[config.mk]
export PLATFORM = sky130hd
export DESIGN_NAME = mov_stream_decoder
export DESIGN_NICKNAME = d
export VERILOG_FILES = /design/src/rtl/movdec_pkg.sv /design/src/rtl/movdec_opclass.sv /design/src/rtl/movdec_modrm.sv /design/src/rtl/mov_stream_decoder.sv
export SDC_FILE = /design/constraint.sdc
export NUM_CORES = 1
export LEC_CHECK = 0
export ABC_AREA = 1
export CORE_ASPECT_RATIO = 0.5
export CORE_MARGIN = 1
export CORE_UTILIZATION = 40
export DETAILED_ROUTE_END_ITERATION = 7
export PLACE_DENSITY = 0.71
export SLEW_MARGIN = 40
export SYNTH_ARGS = -nofsm -noshare
export SYNTH_HDL_FRONTEND = slang
export SYNTH_SLANG_ARGS = --single-unit
[constraint.sdc]
create_clock -name clk -period 5.37 [get_ports clk]
set_clock_uncertainty 0.15 [all_clocks]
set_input_delay 1.074 -clock clk [delete_from_list [all_inputs] [get_ports clk]]
set_output_delay 1.074 -clock clk [all_outputs]
set_load 0.01 [all_outputs]
[src/rtl/movdec_pkg.sv]
package movdec_pkg;
  localparam int BYTE_W = 8;
  localparam int WORD_W = 2 * BYTE_W;
  localparam int SEL_W  = 3;
  localparam int CLS_W  = 4;
  localparam int EA_W   = 4;
  localparam int LEN_W  = 3;
  localparam int CNT_W  = 2;

  typedef enum logic [CLS_W-1:0] {
    CLS_ILLEGAL      = 4'd0,
    CLS_RM_FROM_REG  = 4'd1,
    CLS_REG_FROM_RM  = 4'd2,
    CLS_RM_FROM_SEG  = 4'd3,
    CLS_SEG_FROM_RM  = 4'd4,
    CLS_ACC_FROM_MEM = 4'd5,
    CLS_MEM_FROM_ACC = 4'd6,
    CLS_REG_FROM_IMM = 4'd7,
    CLS_RM_FROM_IMM  = 4'd8
  } cls_e;

  typedef enum logic [EA_W-1:0] {
    EA_BX_SI  = 4'd0,
    EA_BX_DI  = 4'd1,
    EA_BP_SI  = 4'd2,
    EA_BP_DI  = 4'd3,
    EA_SI     = 4'd4,
    EA_DI     = 4'd5,
    EA_BP     = 4'd6,
    EA_BX     = 4'd7,
    EA_DIRECT = 4'd8,
    EA_NONE   = 4'd9
  } ea_e;

  typedef enum logic [2:0] {
    ST_OPC, ST_MODRM, ST_DLO, ST_DHI, ST_ILO, ST_IHI
  } st_e;

  typedef struct packed {
    logic              illegal;
    cls_e              cls;
    logic              word;
    logic [SEL_W-1:0]  reg_sel;
    logic              rm_reg;
    logic [SEL_W-1:0]  rm;
    ea_e               ea;
    logic [WORD_W-1:0] disp;
    logic [WORD_W-1:0] imm;
    logic [LEN_W-1:0]  len;
  } rec_t;
endpackage

[src/rtl/movdec_opclass.sv]
module movdec_opclass
  import movdec_pkg::*;
(
  input  logic [BYTE_W-1:0] opc,
  output logic              legal,
  output cls_e              cls,
  output logic              word,
  output logic              has_modrm,
  output logic              direct,
  output logic [CNT_W-1:0]  imm_bytes,
  output logic              reg_from_op,
  output logic [SEL_W-1:0]  reg_in_op
);
  always_comb begin
    legal       = 1'b1;
    cls         = CLS_ILLEGAL;
    word        = 1'b0;
    has_modrm   = 1'b0;
    direct      = 1'b0;
    imm_bytes   = '0;
    reg_from_op = 1'b0;
    reg_in_op   = opc[SEL_W-1:0];
    casez (opc)
      8'b1000_10??: begin
        cls       = opc[1] ? CLS_REG_FROM_RM : CLS_RM_FROM_REG;
        word      = opc[0];
        has_modrm = 1'b1;
      end
      8'b1000_1100: begin
        cls       = CLS_RM_FROM_SEG;
        word      = 1'b1;
        has_modrm = 1'b1;
      end
      8'b1000_1110: begin
        cls       = CLS_SEG_FROM_RM;
        word      = 1'b1;
        has_modrm = 1'b1;
      end
      8'b1010_00??: begin
        cls    = opc[1] ? CLS_MEM_FROM_ACC : CLS_ACC_FROM_MEM;
        word   = opc[0];
        direct = 1'b1;
      end
      8'b1011_????: begin
        cls         = CLS_REG_FROM_IMM;
        word        = opc[3];
        imm_bytes   = opc[3] ? 2'd2 : 2'd1;
        reg_from_op = 1'b1;
      end
      8'b1100_011?: begin
        cls       = CLS_RM_FROM_IMM;
        word      = opc[0];
        has_modrm = 1'b1;
        imm_bytes = opc[0] ? 2'd2 : 2'd1;
      end
      default: legal = 1'b0;
    endcase
  end
endmodule

[src/rtl/movdec_modrm.sv]
module movdec_modrm
  import movdec_pkg::*;
(
  input  logic [BYTE_W-1:0] modrm,
  input  cls_e              cls,
  output ea_e               ea,
  output logic [CNT_W-1:0]  disp_bytes,
  output logic              rm_reg,
  output logic              reg_ok
);
  logic [1:0]       mode;
  logic [SEL_W-1:0] regf;
  logic [SEL_W-1:0] rmf;

  assign mode = modrm[7:6];
  assign regf = modrm[5:3];
  assign rmf  = modrm[2:0];

  always_comb begin
    rm_reg     = 1'b0;
    disp_bytes = '0;
    ea         = ea_e'({1'b0, rmf});
    unique case (mode)
      2'b00: begin
        if (rmf == 3'b110) begin
          ea         = EA_DIRECT;
          disp_bytes = 2'd2;
        end
      end
      2'b01: disp_bytes = 2'd1;
      2'b10: disp_bytes = 2'd2;
      default: begin
        rm_reg = 1'b1;
        ea     = EA_NONE;
      end
    endcase
  end

  always_comb begin
    unique case (cls)
      CLS_RM_FROM_IMM:                  reg_ok = (regf == '0);
      CLS_RM_FROM_SEG, CLS_SEG_FROM_RM: reg_ok = ~regf[2];
      default:                          reg_ok = 1'b1;
    endcase
  end
endmodule

[src/rtl/mov_stream_decoder.sv]
module mov_stream_decoder
  import movdec_pkg::*;
(
  input  logic              clk,
  input  logic              rst,
  input  logic              in_valid,
  output logic              in_ready,
  input  logic [7:0]        in_byte,
  output logic              out_valid,
  output logic              out_illegal,
  output logic [3:0]        out_class,
  output logic              out_word,
  output logic [2:0]        out_reg,
  output logic              out_rm_reg,
  output logic [2:0]        out_rm,
  output logic [3:0]        out_ea,
  output logic [15:0]       out_disp,
  output logic [15:0]       out_imm,
  output logic [2:0]        out_len
);
  st_e              st_q, st_d;
  rec_t             cur_q, cur_d, out_q;
  logic [CNT_W-1:0] dsp_q, dsp_d, imm_q, imm_d;
  logic             out_v_q;
  logic             take, done;

  logic             oc_legal, oc_word, oc_modrm, oc_direct, oc_reg_from_op;
  cls_e             oc_cls;
  logic [CNT_W-1:0] oc_imm;
  logic [SEL_W-1:0] oc_reg;

  ea_e              mr_ea;
  logic [CNT_W-1:0] mr_disp;
  logic             mr_rm_reg, mr_reg_ok;

  movdec_opclass u_opclass (
    .opc         (in_byte),
    .legal       (oc_legal),
    .cls         (oc_cls),
    .word        (oc_word),
    .has_modrm   (oc_modrm),
    .direct      (oc_direct),
    .imm_bytes   (oc_imm),
    .reg_from_op (oc_reg_from_op),
    .reg_in_op   (oc_reg)
  );

  movdec_modrm u_modrm (
    .modrm      (in_byte),
    .cls        (cur_q.cls),
    .ea         (mr_ea),
    .disp_bytes (mr_disp),
    .rm_reg     (mr_rm_reg),
    .reg_ok     (mr_reg_ok)
  );

  assign in_ready = ~rst;
  assign take     = in_valid & in_ready;

  always_comb begin
    st_d  = st_q;
    cur_d = cur_q;
    dsp_d = dsp_q;
    imm_d = imm_q;
    done  = 1'b0;
    if (take) begin
      cur_d.len = cur_q.len + 1'b1;
      unique case (st_q)
        ST_OPC: begin
          cur_d         = '0;
          cur_d.ea      = EA_NONE;
          cur_d.len     = 3'd1;
          cur_d.cls     = oc_cls;
          cur_d.word    = oc_word;
          cur_d.reg_sel = oc_reg_from_op ? oc_reg : '0;
          imm_d         = oc_imm;
          dsp_d         = oc_direct ? 2'd2 : 2'd0;
          if (!oc_legal) begin
            cur_d.illegal = 1'b1;
            done          = 1'b1;
          end else if (oc_modrm) begin
            st_d = ST_MODRM;
          end else if (oc_direct) begin
            cur_d.ea = EA_DIRECT;
            st_d     = ST_DLO;
          end else begin
            st_d = ST_ILO;
          end
        end
        ST_MODRM: begin
          cur_d.reg_sel = in_byte[5:3];
          cur_d.rm      = in_byte[2:0];
          cur_d.rm_reg  = mr_rm_reg;
          cur_d.ea      = mr_ea;
          dsp_d         = mr_disp;
          if (!mr_reg_ok) begin
            cur_d.illegal = 1'b1;
            cur_d.cls     = CLS_ILLEGAL;
            done          = 1'b1;
          end else if (mr_disp != '0) begin
            st_d = ST_DLO;
          end else if (imm_q != '0) begin
            st_d = ST_ILO;
          end else begin
            done = 1'b1;
          end
        end
        ST_DLO: begin
          cur_d.disp = (dsp_q == 2'd1) ? {{BYTE_W{in_byte[7]}}, in_byte}
                                       : {{BYTE_W{1'b0}}, in_byte};
          if (dsp_q == 2'd2)       st_d = ST_DHI;
          else if (imm_q != '0)    st_d = ST_ILO;
          else                     done = 1'b1;
        end
        ST_DHI: begin
          cur_d.disp[WORD_W-1:BYTE_W] = in_byte;
          if (imm_q != '0) st_d = ST_ILO;
          else             done = 1'b1;
        end
        ST_ILO: begin
          cur_d.imm = {{BYTE_W{1'b0}}, in_byte};
          if (imm_q == 2'd2) st_d = ST_IHI;
          else               done = 1'b1;
        end
        ST_IHI: begin
          cur_d.imm[WORD_W-1:BYTE_W] = in_byte;
          done = 1'b1;
        end
        default: st_d = ST_OPC;
      endcase
      if (done) st_d = ST_OPC;
    end
  end

  always_ff @(posedge clk) begin
    if (rst) begin
      st_q    <= ST_OPC;
      cur_q   <= '0;
      dsp_q   <= '0;
      imm_q   <= '0;
      out_v_q <= 1'b0;
      out_q   <= '0;
    end else begin
      st_q    <= st_d;
      cur_q   <= cur_d;
      dsp_q   <= dsp_d;
      imm_q   <= imm_d;
      out_v_q <= done;
      if (done) out_q <= cur_d;
    end
  end

  assign out_valid   = out_v_q;
  assign out_illegal = out_q.illegal;
  assign out_class   = out_q.cls;
  assign out_word    = out_q.word;
  assign out_reg     = out_q.reg_sel;
  assign out_rm_reg  = out_q.rm_reg;
  assign out_rm      = out_q.rm;
  assign out_ea      = out_q.ea;
  assign out_disp    = out_q.disp;
  assign out_imm     = out_q.imm;
  assign out_len     = out_q.len;
endmodule

## Word-level counts from Yosys, hierarchy flattened

Index checks and enable logic that the tools add are counted.

| word-level totals | value |
|---|---|
| bits of input ports | 11 |
| register bits | 112 |
| output and inout port bits | 54 |

| cells by class | value |
|---|---|
| mux-type cells | 53 |
| bitwise logic cells | 3 |
| $add $sub $neg | 1 |
| reduce and logical (&&, ||, !) cells | 17 |
| eq/ne operators | 24 |

Operators with widths:

| kind | count |
|---|---|
| $mux W52 | 1 |
| $pmux W8 S2 | 3 |
| $mux W3 | 11 |
| $pmux W4 S6 | 1 |
| $pmux W8 S3 | 1 |
| $pmux W11 S2 | 1 |
| $pmux W3 S6 | 1 |
| $mux W1 | 17 |
| $eq A8 B8 Y1 const B | 2 |
| $mux W16 | 1 |
| $eq A6 B6 Y1 const B | 2 |
| $mux W2 | 6 |
| $pmux W5 S2 | 1 |
| $eq A3 B3 Y1 const B | 3 |
| $ne A3 B3 Y1 const B | 3 |
| $eq A4 B4 Y1 const B | 2 |
| $pmux W2 S2 | 2 |
| $pmux W4 S2 | 1 |
| $reduce_or A2 Y1 | 4 |
| $eq A7 B7 Y1 const B | 1 |
| $eq A2 B2 Y1 const B | 3 |
| $eq A3 B2 Y1 const B | 2 |
| $logic_not A3 Y1 | 2 |
| $pmux W1 S6 | 1 |
| other kinds (20) | 26 |

## Logic depth before layout (Yosys ltp)

| depth | value |
|---|---|
| word-level depth | 10 |
| gate-level depth with buffers | 14 |
| gate-level depth less buffers | 13 |

## Cells and area by module

A second synthesis with hierarchy kept.

| unflattened totals | value |
|---|---|
| cells, all modules | 787 |
| area, all modules | 5302.6 µm² |

Modules (own cells, without submodules):

| module | cells each | area each (µm²) | sequential area each (µm²) | times used |
|---|---|---|---|---|
| mov_stream_decoder | 695 | 4820.9 | 2242.2 | 1 |
| movdec_opclass | 56 | 275.3 | 0.0 | 1 |
| movdec_modrm | 36 | 206.4 | 0.0 | 1 |

## Worst setup path before layout

No wires, ideal clock.

| timing | value |
|---|---|
| path type | input -> output |
| start | input port rst |
| end | output port in_ready |
| arrival time | 1.616 ns |
| setup slack | 2.530 ns |
| cell stages on the path | 3 |
| cell sequence | buf_2 > inv_2 > clkbuf_1 |

| on the way | value |
|---|---|
| cells in the longest elaborated chain, start to end | 1 |

RTL lines:

| item | RTL line | source |
|---|---|---|
| start: declaration | mov_stream_decoder.sv:5 | `input logic rst,` |
| $not A1 Y1 | mov_stream_decoder.sv:57 | `assign in_ready = ~rst;` |
| end: declaration | mov_stream_decoder.sv:7 | `output logic in_ready,` |

Every way passes these cells.

## Worst setup path in the final report

Ends and elaborated chain as after synthesis.

==> results.sh <==
export IMPL_status="finished, final reports clean"
export IMPL_worstRegToRegCells=10
export IMPL_critPathArrivalTime_ns=2.26
export IMPL_start_kind="primary input"
export IMPL_crit_path_max_fanout=36
export IMPL_worstReg2RegEnd="out_class[0]"
export IMPL_cts_resized=0
export IMPL_syn_num_nets=696
export IMPL_rrSetupSlack_ns=2.93
export IMPL_fin_nets=744
export IMPL_cts_tree="built"
export IMPL_post_cts_buffers=0
export IMPL_vias=4446
export IMPL_wire_per_inst_microns=13.7
export IMPL_ant_nets=0
export IMPL_period_minus_slack_ns=3.48
export IMPL_die_h_microns=80.6
export IMPL_io_buffers=64
export IMPL_largest_reg_flops=52
export IMPL_max_slew_worst_pin_slew_ns=0.728
export IMPL_drc=0
export IMPL_layout_commonest_cell="nor2_1"
export IMPL_finalSetupViolations=0
export IMPL_syn_area_sq_mm=0.00494
export IMPL_grt_overflow=0
export IMPL_holdBufCountCts=0
export IMPL_antenna_cells=0
export IMPL_ys_seq_area_frac=0.454
export IMPL_synth_warnings=0
export IMPL_stdcell_count=898
export IMPL_finalHoldViolCount=0
export IMPL_max_freq_mhz=287
export IMPL_antenna_found_initial=0
export IMPL_p_leak_nw=2.45
export IMPL_p_per_area_mw_per_mm2=320
export IMPL_synth_main_ff_cell="dfxtp_1"
export IMPL_clock_sinks=112
export IMPL_cts_path_max_buffers=2
export IMPL_dpl_cell_area_sq_mm=0.00564
export IMPL_whs_endpoint="out_disp[10]"
export IMPL_holdPathStages=2
export IMPL_htree_num_levels=3
export IMPL_start_util=0.415
export IMPL_clock_latency_ns=0.35
export IMPL_grt_first_pass_wirelength_mm=20.0
export IMPL_gp_congestion=0.872
export IMPL_viasPerCell=4.95
export IMPL_io_pins=65
export IMPL_clk_pin_slew_worst_paths_ns=0.07
export IMPL_async_reset_ff_frac=0
export IMPL_grt_usage=0.197
export IMPL_largest_register="cur_q"
export IMPL_setup_tns_ns=0
export IMPL_netlist_instances=680
export IMPL_avgSynthCellArea_sq_um=7.27
export IMPL_final_cell_mix="nor2_1 (165), nand2_1 (130), dfxtp_1 (112)"
export IMPL_endpoint_kind="output pin"
export IMPL_maxSlewViolCount=0
export IMPL_stdcell_area_sq_mm=0.00593
export IMPL_grt_start_max_net_pins=55
export IMPL_p_total_mw=1.89
export IMPL_cts_buffers_inserted=9
export IMPL_cp_required_ns=4.15
export IMPL_hp_class="reg2reg"
export IMPL_ys_seq_elements=112
export IMPL_drive_gt1_frac=0.0668
export IMPL_synth_edf_count=0
export IMPL_fin_util=0.498
export IMPL_drtIter0Drc=345
export IMPL_grt_pass1_vias=3963
export IMPL_first_pass_iters=5
export IMPL_dieArea_sq_mm=0.0128
export IMPL_synth_cell_types=38
export IMPL_max_cap_violations=0
export IMPL_ir_drop_v=0.000140
export IMPL_areaGrowthSynthToFinish_pct=19.9
export IMPL_r2r_start="st_q[1]"
export IMPL_routed_wl_mm=12.3
export IMPL_hpwl_mm=8.60
export IMPL_rows=28
export IMPL_cts_root_buf="clkbuf_16"
export IMPL_core_area_sq_mm=0.0119
export IMPL_dp_cells=882
export IMPL_path_class="in2out"
export IMPL_chipWidth_microns=159
export IMPL_post_route_period_util=0.649
export IMPL_min_from="out_disp[10]"
export IMPL_relSlewSlack=0.513
export IMPL_grt_setup_unrepaired="false"
-- layout make-up --
cell class / instances / area (sq um)
well taps: 165 / 206
fillers: 1174 / 5980
clock buffers: 10 / 239
clock inverters: 6 / 50.0
repair buffers: 67 / 658
multi-input cells: 485 / 2330
flip-flops and latches: 112 / 2240
inverters: 53 / 199
-- where the power goes --
part | switching, mW | internal (mW)
logic | 0.206 | 0.130
clock network | 0.319 | 0.336
registers | 0.0252 | 0.878
total | 0.550 | 1.34
-- critical path, cell delays in order --
cell             delay, ns
clkbuf_2              0.10
inv_2                 0.42
clkdlybuf4s50_1       0.67
-- worst max-delay path by stage --
stage | startpoint | end | cells after the start
after detailed placement | in_byte[6] | out_disp[0] | 14
after global routing | in_byte[6] | out_imm[15] | 14
after CTS | rst | in_ready | 3
after global placement | in_byte[6] | out_disp[14] | 14
after floorplan | rst | in_ready | 3
final | rst | in_ready | 3
-- cell usage after synthesis, types with 2 or more instances --
library cell,number,area share
nor2_2,4,0.0051
nand2_4,4,0.0091
inv_2,8,0.0061
ha_1,5,0.013
dfxtp_1,112,0.45
inv_1,44,0.033
a22oi_1,24,0.036
nor2_4,2,0.0046
o21ai_0,31,0.031
buf_1,3,0.0023
a21oi_1,18,0.018
buf_2,7,0.0071
o2111ai_1,2,0.0035
clkbuf_1,13,0.0099
nand4_4,2,0.0086
buf_6,6,0.014
nand2_1,130,0.099
a31oi_1,2,0.0025
nand3_2,3,0.0061
o21ai_1,8,0.0081
nand3_1,62,0.063
nand4_1,4,0.0051
nor3_1,6,0.0061
nor2_1,165,0.13
a32oi_1,2,0.0035
-- routing by layer --
layer | up-vias | track usage | share of wire
li1 | 2295 | - | -
met1 | 1993 | 0.280 | 0.51
met2 | 142 | 0.292 | 0.41
met3 | 16 | 0.0517 | 0.066
met4 | 0 | 0.0558 | 0.012
met5 | - | 0 | 0
-- through the flow --
stage / hold WS [ns] / setup slack [ns]
floorplan: 0.293 / 2.53
global placement: 0.312 / 1.68
detailed placement: 0.319 / 1.60
CTS: 0.332 / 1.87
global route: 0.359 / 1.77
finish: 0.330 / 1.89
-- cells by family after synthesis --
kind of cell,synth area share
buffers and inverters,0.0747
AO/OA/AOI/OAI,0.116
flip-flops,0.454
adder cells (fa/ha/maj),0.0127
AND/OR/NAND/NOR,0.343
No activity file was read; power rests on OpenSTA's default activity.
